==> src/rtl/pcap_pkg.sv <==
package pcap_pkg;

    localparam int unsigned PCAP_PIX_W = 10;
    localparam int unsigned PCAP_POS_W = 19;
    localparam int unsigned PCAP_SYNC_STAGES = 2;

    typedef enum int unsigned {
        HOST_WR  = 0,
        HOST_RD  = 1,
        HOST_ARM = 2
    } host_op_e;

    localparam int unsigned HOST_OPS = 3;

endpackage

==> src/rtl/pcap_strobe_sync.sv <==
module pcap_strobe_sync #(
    parameter int unsigned STAGES = pcap_pkg::PCAP_SYNC_STAGES
) (
    input  logic clk,
    input  logic rst_n,
    input  logic strobe_in,
    output logic pulse
);

    typedef struct packed {
        logic [STAGES:0] sh;
    } sync_st_t;

    sync_st_t st_d, st_q;

    always_comb begin
        st_d    = st_q;
        st_d.sh = {st_q.sh[STAGES-1:0], strobe_in};
    end

    always_ff @(posedge clk) begin
        if (!rst_n) st_q <= '0;
        else        st_q <= st_d;
    end

    assign pulse = st_q.sh[STAGES-1] & ~st_q.sh[STAGES];

    // a held level produces a single-cycle pulse
    assert_single_pulse_R8: assert property (@(posedge clk) disable iff (!rst_n)
        pulse |=> !pulse);

endmodule

==> src/rtl/pcap_pos_counter.sv <==
module pcap_pos_counter #(
    parameter int unsigned POS_W = pcap_pkg::PCAP_POS_W
) (
    input  logic             clk,
    input  logic             rst_n,
    input  logic             frame_sync,
    output logic [POS_W-1:0] pos,
    output logic             pos_live
);

    localparam logic [POS_W-1:0] POS_SAT = '1;

    typedef struct packed {
        logic [POS_W-1:0] cnt;
    } cnt_st_t;

    cnt_st_t st_d, st_q;
    logic [POS_W-1:0] cur_pos;

    always_comb begin
        if (frame_sync)
            cur_pos = '0;
        else if (st_q.cnt == POS_SAT)
            cur_pos = POS_SAT;
        else
            cur_pos = st_q.cnt + 1'b1;
        st_d     = st_q;
        st_d.cnt = cur_pos;
    end

    always_ff @(posedge clk) begin
        if (!rst_n) st_q.cnt <= POS_SAT;
        else        st_q     <= st_d;
    end

    assign pos      = cur_pos;
    assign pos_live = (cur_pos != POS_SAT);

    // sync restarts the count at zero
    assert_sync_zero_R1: assert property (@(posedge clk) disable iff (!rst_n)
        frame_sync |=> (st_q.cnt == '0));

    // count advances by one between syncs below saturation
    assert_count_step_R1: assert property (@(posedge clk) disable iff (!rst_n)
        (!frame_sync && st_q.cnt != POS_SAT) |=> (st_q.cnt == $past(st_q.cnt) + 1'b1));

    // saturated count holds without sync
    assert_sat_hold_R7: assert property (@(posedge clk) disable iff (!rst_n)
        (!frame_sync && st_q.cnt == POS_SAT) |=> (st_q.cnt == POS_SAT));

endmodule

==> src/rtl/pcap_capture_ctrl.sv <==
module pcap_capture_ctrl #(
    parameter int unsigned PIX_W = pcap_pkg::PCAP_PIX_W,
    parameter int unsigned POS_W = pcap_pkg::PCAP_POS_W
) (
    input  logic             clk,
    input  logic             rst_n,
    input  logic [PIX_W-1:0] pix_data,
    input  logic [POS_W-1:0] pos,
    input  logic             pos_live,
    input  logic [POS_W-1:0] tgt_in,
    input  logic             wr_p,
    input  logic             rd_p,
    input  logic             arm_p,
    output logic [PIX_W-1:0] cap_word,
    output logic             cap_ready,
    output logic             armed
);

    typedef struct packed {
        logic             armed;
        logic             ready;
        logic [POS_W-1:0] tgt;
        logic [PIX_W-1:0] cap;
    } ctrl_st_t;

    ctrl_st_t st_d, st_q;
    logic     hit;
    logic     take;

    assign hit  = pos_live && (pos == st_q.tgt);
    assign take = st_q.armed && hit;

    always_comb begin
        st_d = st_q;
        if (wr_p && !st_q.armed)
            st_d.tgt = tgt_in;
        if (rd_p)
            st_d.ready = 1'b0;
        if (take) begin
            st_d.cap   = pix_data;
            st_d.ready = 1'b1;
            st_d.armed = 1'b0;
        end
        if (arm_p) begin
            st_d.armed = 1'b1;
            st_d.ready = 1'b0;
        end
    end

    always_ff @(posedge clk) begin
        if (!rst_n) st_q <= '0;
        else        st_q <= st_d;
    end

    assign cap_word  = st_q.cap;
    assign cap_ready = st_q.ready;
    assign armed     = st_q.armed;

    // a match while armed latches the pixel and disarms
    assert_capture_load_R2: assert property (@(posedge clk) disable iff (!rst_n)
        (take && !arm_p) |=> (st_q.ready && !st_q.armed && st_q.cap == $past(pix_data)));

    // the holding register only changes through a capture
    assert_no_reload_R3: assert property (@(posedge clk) disable iff (!rst_n)
        !st_q.armed |=> $stable(st_q.cap));

    // a read without a simultaneous capture clears ready
    assert_read_clears_R4: assert property (@(posedge clk) disable iff (!rst_n)
        (rd_p && !take) |=> !st_q.ready);

    // target frozen while armed
    assert_target_frozen_R5: assert property (@(posedge clk) disable iff (!rst_n)
        st_q.armed |=> $stable(st_q.tgt));

    // saturated position never captures
    assert_sat_no_hit_R7: assert property (@(posedge clk) disable iff (!rst_n)
        (!pos_live && !arm_p && st_q.armed) |=> st_q.armed);

endmodule

==> src/rtl/pcap_unit.sv <==
module pcap_unit #(
    parameter int unsigned PIX_W = pcap_pkg::PCAP_PIX_W,
    parameter int unsigned POS_W = pcap_pkg::PCAP_POS_W
) (
    input  logic             clk,
    input  logic             rst_n,
    input  logic [PIX_W-1:0] pix_data,
    input  logic             frame_sync,
    input  logic [POS_W-1:0] host_tgt,
    input  logic             host_wr,
    input  logic             host_arm,
    input  logic             host_rd,
    output logic [PIX_W-1:0] cap_word,
    output logic             cap_ready,
    output logic             armed
);

    import pcap_pkg::*;

    logic [HOST_OPS-1:0] strobe_raw;
    logic [HOST_OPS-1:0] strobe_pulse;
    logic [POS_W-1:0]    pos;
    logic                pos_live;

    assign strobe_raw[HOST_WR]  = host_wr;
    assign strobe_raw[HOST_RD]  = host_rd;
    assign strobe_raw[HOST_ARM] = host_arm;

    for (genvar i = 0; i < HOST_OPS; i++) begin : g_sync
        pcap_strobe_sync #(.STAGES(PCAP_SYNC_STAGES)) u_sync (
            .clk       (clk),
            .rst_n     (rst_n),
            .strobe_in (strobe_raw[i]),
            .pulse     (strobe_pulse[i])
        );
    end

    pcap_pos_counter #(.POS_W(POS_W)) u_cnt (
        .clk        (clk),
        .rst_n      (rst_n),
        .frame_sync (frame_sync),
        .pos        (pos),
        .pos_live   (pos_live)
    );

    pcap_capture_ctrl #(.PIX_W(PIX_W), .POS_W(POS_W)) u_ctrl (
        .clk       (clk),
        .rst_n     (rst_n),
        .pix_data  (pix_data),
        .pos       (pos),
        .pos_live  (pos_live),
        .tgt_in    (host_tgt),
        .wr_p      (strobe_pulse[HOST_WR]),
        .rd_p      (strobe_pulse[HOST_RD]),
        .arm_p     (strobe_pulse[HOST_ARM]),
        .cap_word  (cap_word),
        .cap_ready (cap_ready),
        .armed     (armed)
    );

    // outputs idle in the first cycle after reset
    assert_reset_idle_R9: assert property (@(posedge clk)
        !rst_n |=> (!armed && !cap_ready && cap_word == '0));

endmodule

==> config.mk <==
export PLATFORM = sky130hd
export DESIGN_NAME = pcap_unit
export DESIGN_NICKNAME = d
export VERILOG_FILES = /design/src/rtl/pcap_pkg.sv /design/src/rtl/pcap_strobe_sync.sv /design/src/rtl/pcap_pos_counter.sv /design/src/rtl/pcap_capture_ctrl.sv /design/src/rtl/pcap_unit.sv
export SDC_FILE = /design/constraint.sdc
export NUM_CORES = 1
export LEC_CHECK = 0
export BUFFER_PORTS_ARGS = -buffer_cell sky130_fd_sc_hd__clkbuf_2
export CAP_MARGIN = 20
export CORE_MARGIN = 2
export CORE_UTILIZATION = 30
export DETAILED_ROUTE_END_ITERATION = 12
export GPL_ROUTABILITY_DRIVEN = 0
export SETUP_SLACK_MARGIN = 0.1
export SYNTH_ARGS = -nofsm -noshare
export SYNTH_HDL_FRONTEND = slang
export SYNTH_SLANG_ARGS = --single-unit
==> constraint.sdc <==
create_clock -name clk -period 3.7 [get_ports clk]
set_clock_uncertainty 0.05 [all_clocks]
set_input_delay 0.37 -clock clk [delete_from_list [all_inputs] [get_ports clk]]
set_output_delay 0.37 -clock clk [all_outputs]
set_load 0.005 [all_outputs]
==> results by group <==
Clocking
  – Setup bufs post-CTS: 0
  – CTS Sinks: 59
  – Clock buffer depth: 2
  – CTS buffer count: 9
  – Worst-path clk slew: 70 ps
  – CTS tree: built
  – CTS-repair resized insts: 0
  – Clock tree root buffer cell: clkbuf_8
  – Post-cts hold buffer count: 0
  – Clk_lat worst skew: 340 ps
  – H-tree levels: 3

Synthesis
  – Synth Net Count: 438
  – Yosys top cell area share: 35.74%
  – Synthesized area per cell: 8.220 um2
  – Ys flop type: dfxtp_1
  – Distinct cells, synth: 68
  – Syn. warnings: 0
  – Ranking of synthesized cells by area: dfxtp_1 36%, nand2_1 9.8%, a21boi_0 4.5%
  – Most common cell in the netlist: nand2_1
  – Synthesized area: 3304 um2
  – Area leader, netlist: dfxtp_1
  – Flops & latches, synth: 59
  – Synth async-reset ratio: 0%
  – Number of synthesized flops with an enable pin: 0
  – Seq/Total Area, Yosys: 35.74%
  – Post-Syn Instances: 402
  – Synth top cells by count: 86 x nand2_1, 59 x dfxtp_1, 20 x a21boi_0

Setup path
  – CP Depth: 10
  – Critical Path Source Type: register
  – Worst reg2reg path endpoint: u_ctrl.cap_word[2]$_SDFFE_PN0P_
  – CP startpoint: u_cnt.st_q[0]$_SDFF_PN1_
  – Reg2reg path depth: 10
  – Worst EP required: 3930 ps
  – Critical path class: reg -> reg
  – CP bufs+invs: 1
  – Largest stage delay, worst path: 540 ps
  – Critical path peak fanout: 13
  – Critical R2R Launch: u_cnt.st_q[0]$_SDFF_PN1_
  – CP max stage cell: and2_1
  – FF-to-FF setup slack: 410 ps
  – CP Capture Point: u_ctrl.cap_word[2]$_SDFFE_PN0P_
  – CP arrival: 3510 ps
  – Top delay family on crit path: simple AND/OR/NAND/NOR gates
  – Worst Setup End Kind: register
  – Critical path cell sequence: ha_1 -> nand3_2 -> nor3_2 -> and2_1 -> a21oi_2 -> o211ai_2 -> o2111ai_1 -> nor4_2 -> buf_4 -> mux2i_1

Timing
  – Slew @ Worst Pin: 542.5 ps
  – Slew HR: 63.71%
  – Fmax: 0.3044 GHz
  – Final TNS setup: 0 ps
  – Min cycle time layout: 3286 ps
  – Endpoints failing hold: 0
  – Final slew viol count: 0
  – Final setup margin: 414.4 ps
  – Tcrit/Tclk final: 88.80%
  – RSZ-0062 raised after global routing: no
  – Final-report setup violation count: 0

Placed design
  – HPWL after detailed placement: 5944 um
  – Minimum setup slack after placement: 510.9 ps
  – Port Buf Inserts: 46

Status
  – Status: finished clean

Power
  – Leak Pwr: 1.400 nW
  – VDD IR max: 281.6 uV
  – Tot Pwr: 1.525 mW
  – Pwr dens: 403.0 nW/um2

Floorplan
  – Core ar.: 10790 um2
  – Initial cell density of the core: 30.62%
  – I/O Pins: 47
  – Die X-Extent: 109.0 um
  – Row Count: 38
  – Die Area: 11870 um2
  – Die height: 109.0 um

GRT
  – All-Layer GR Usage: 14.58%
  – Initial antenna violation count: 0
  – Gr ovfl total: 0
  – First-pass GRT wire length: 13600 um
  – Vias in the first global route: 2839
  – Largest net degree at the start of global routing: 47

Finish
  – Layout overhead on the synthesized area: 14.50%
  – Share of cells above drive strength 1: 20.87%
  – Util after Layout: 35.06%
  – Fin nets: 467
  – N_diodes: 0

Drt
  – Final WL: 8159 um
  – Antenna-violating nets left: 0
  – DRC: 0
  – DR iter-0 viols: 178
  – DR vias: 3038
  – WL per Instance: 14.16 um
  – DRT Pass-1 Iters: 5
  – Via density: 5.274

Worst hold path
  – Hold WC Path Type: in -> reg

Run
  – Max Cap Viol: 0
worst reg2reg max path, cell delays in order (launching register included):
cell and delay [ps]:
dfxtp_1 480, ha_1 320, nand3_2 180, nor3_2 420
and2_1 540, a21oi_2 70, o211ai_2 170, o2111ai_1 200
nor4_2 310, buf_4 260, mux2i_1 210
through the flow:
step | cell area [um2] | instances | hold WS (ps)
floorplan | 3304 | 402 | 361.9
global placement | 3561 | 559 | 375.6
detailed placement | 3581 | 560 | 379.3
CTS | 3784 | 576 | 165.7
global route | 3784 | 576 | 173.6
finish | 3784 | 576 | 179.1
how the worst min path moves through the flow:
stage | from | depth (start not counted) | endpoint | slack (ps)
5_1_grt | host_wr | 2 | g_sync[0].u_sync.st_q[0]$_SDFF_PN0_ | 170
6_report | host_arm | 2 | g_sync[2].u_sync.st_q[0]$_SDFF_PN0_ | 180
2_1_floorplan | g_sync[0].u_sync.st_q[0]$_SDFF_PN0_ | 1 | g_sync[0].u_sync.st_q[1]$_SDFF_PN0_ | 360
4_1_cts | host_arm | 2 | g_sync[2].u_sync.st_q[0]$_SDFF_PN0_ | 170
3_5_place_dp | g_sync[0].u_sync.st_q[0]$_SDFF_PN0_ | 1 | g_sync[0].u_sync.st_q[1]$_SDFF_PN0_ | 380
3_3_place_gp | g_sync[0].u_sync.st_q[0]$_SDFF_PN0_ | 1 | g_sync[0].u_sync.st_q[1]$_SDFF_PN0_ | 380
where the power goes:
part           leakage, nW  switching, mW  internal [mW]
combinational        0.823          0.131         0.0947
clock               0.0916          0.276          0.313
sequential           0.485         0.0463          0.664
registers in the layout (all words and copies together) (netlist names):
name,flops
u_cnt.st_q,19
u_ctrl.st_q,19
u_ctrl.cap_word,10
g_sync.u_sync.st_q,9
u_ctrl.armed,1
u_ctrl.cap_ready,1
per-layer routing:
layer	vias up	global-route usage, %	wire (um)
met2	117	22.94	3681
met3	24	3.885	463
met4	0	6.960	301
li1	1497	-	-
met1	1400	18.47	3712
met5	-	0	0
cell families after synthesis:
group	synth area share, %
mux	3.976
buf+inv	6.247
simple gates	30.56
xor+xnor	4.468
flops	35.74
compound gates	18.63
fa+ha+maj	0.3786
cell usage in the layout, fill, tap and decap left out, types with 6 or more instances in the layout:
| cell | count |
|---|---|
| nand2_1 | 86 |
| dfxtp_1 | 59 |
| clkbuf_2 | 46 |
| a21boi_0 | 20 |
| o21ai_0 | 19 |
| nor2_1 | 17 |
| nand3_1 | 13 |
| mux2i_1 | 12 |
| nand4_1 | 11 |
| and2_1 | 11 |
| nor3_1 | 10 |
| xnor2_1 | 9 |
| clkbuf_8 | 9 |
| xor2_1 | 6 |
| inv_1 | 6 |
| nor4_1 | 6 |
area by class of cell:
| class | instances | area (um2) |
|---|---|---|
| clock buffer | 9 | 123.9 |
| clock inverter | 7 | 78.83 |
| fill | 1088 | 7009 |
| inverter | 6 | 22.52 |
| multi-input combinational | 304 | 1922 |
| sequential | 59 | 1181 |
| tap | 140 | 175.2 |
| timing repair buffer | 51 | 280.3 |
Power figures use the tool's default switching activity.
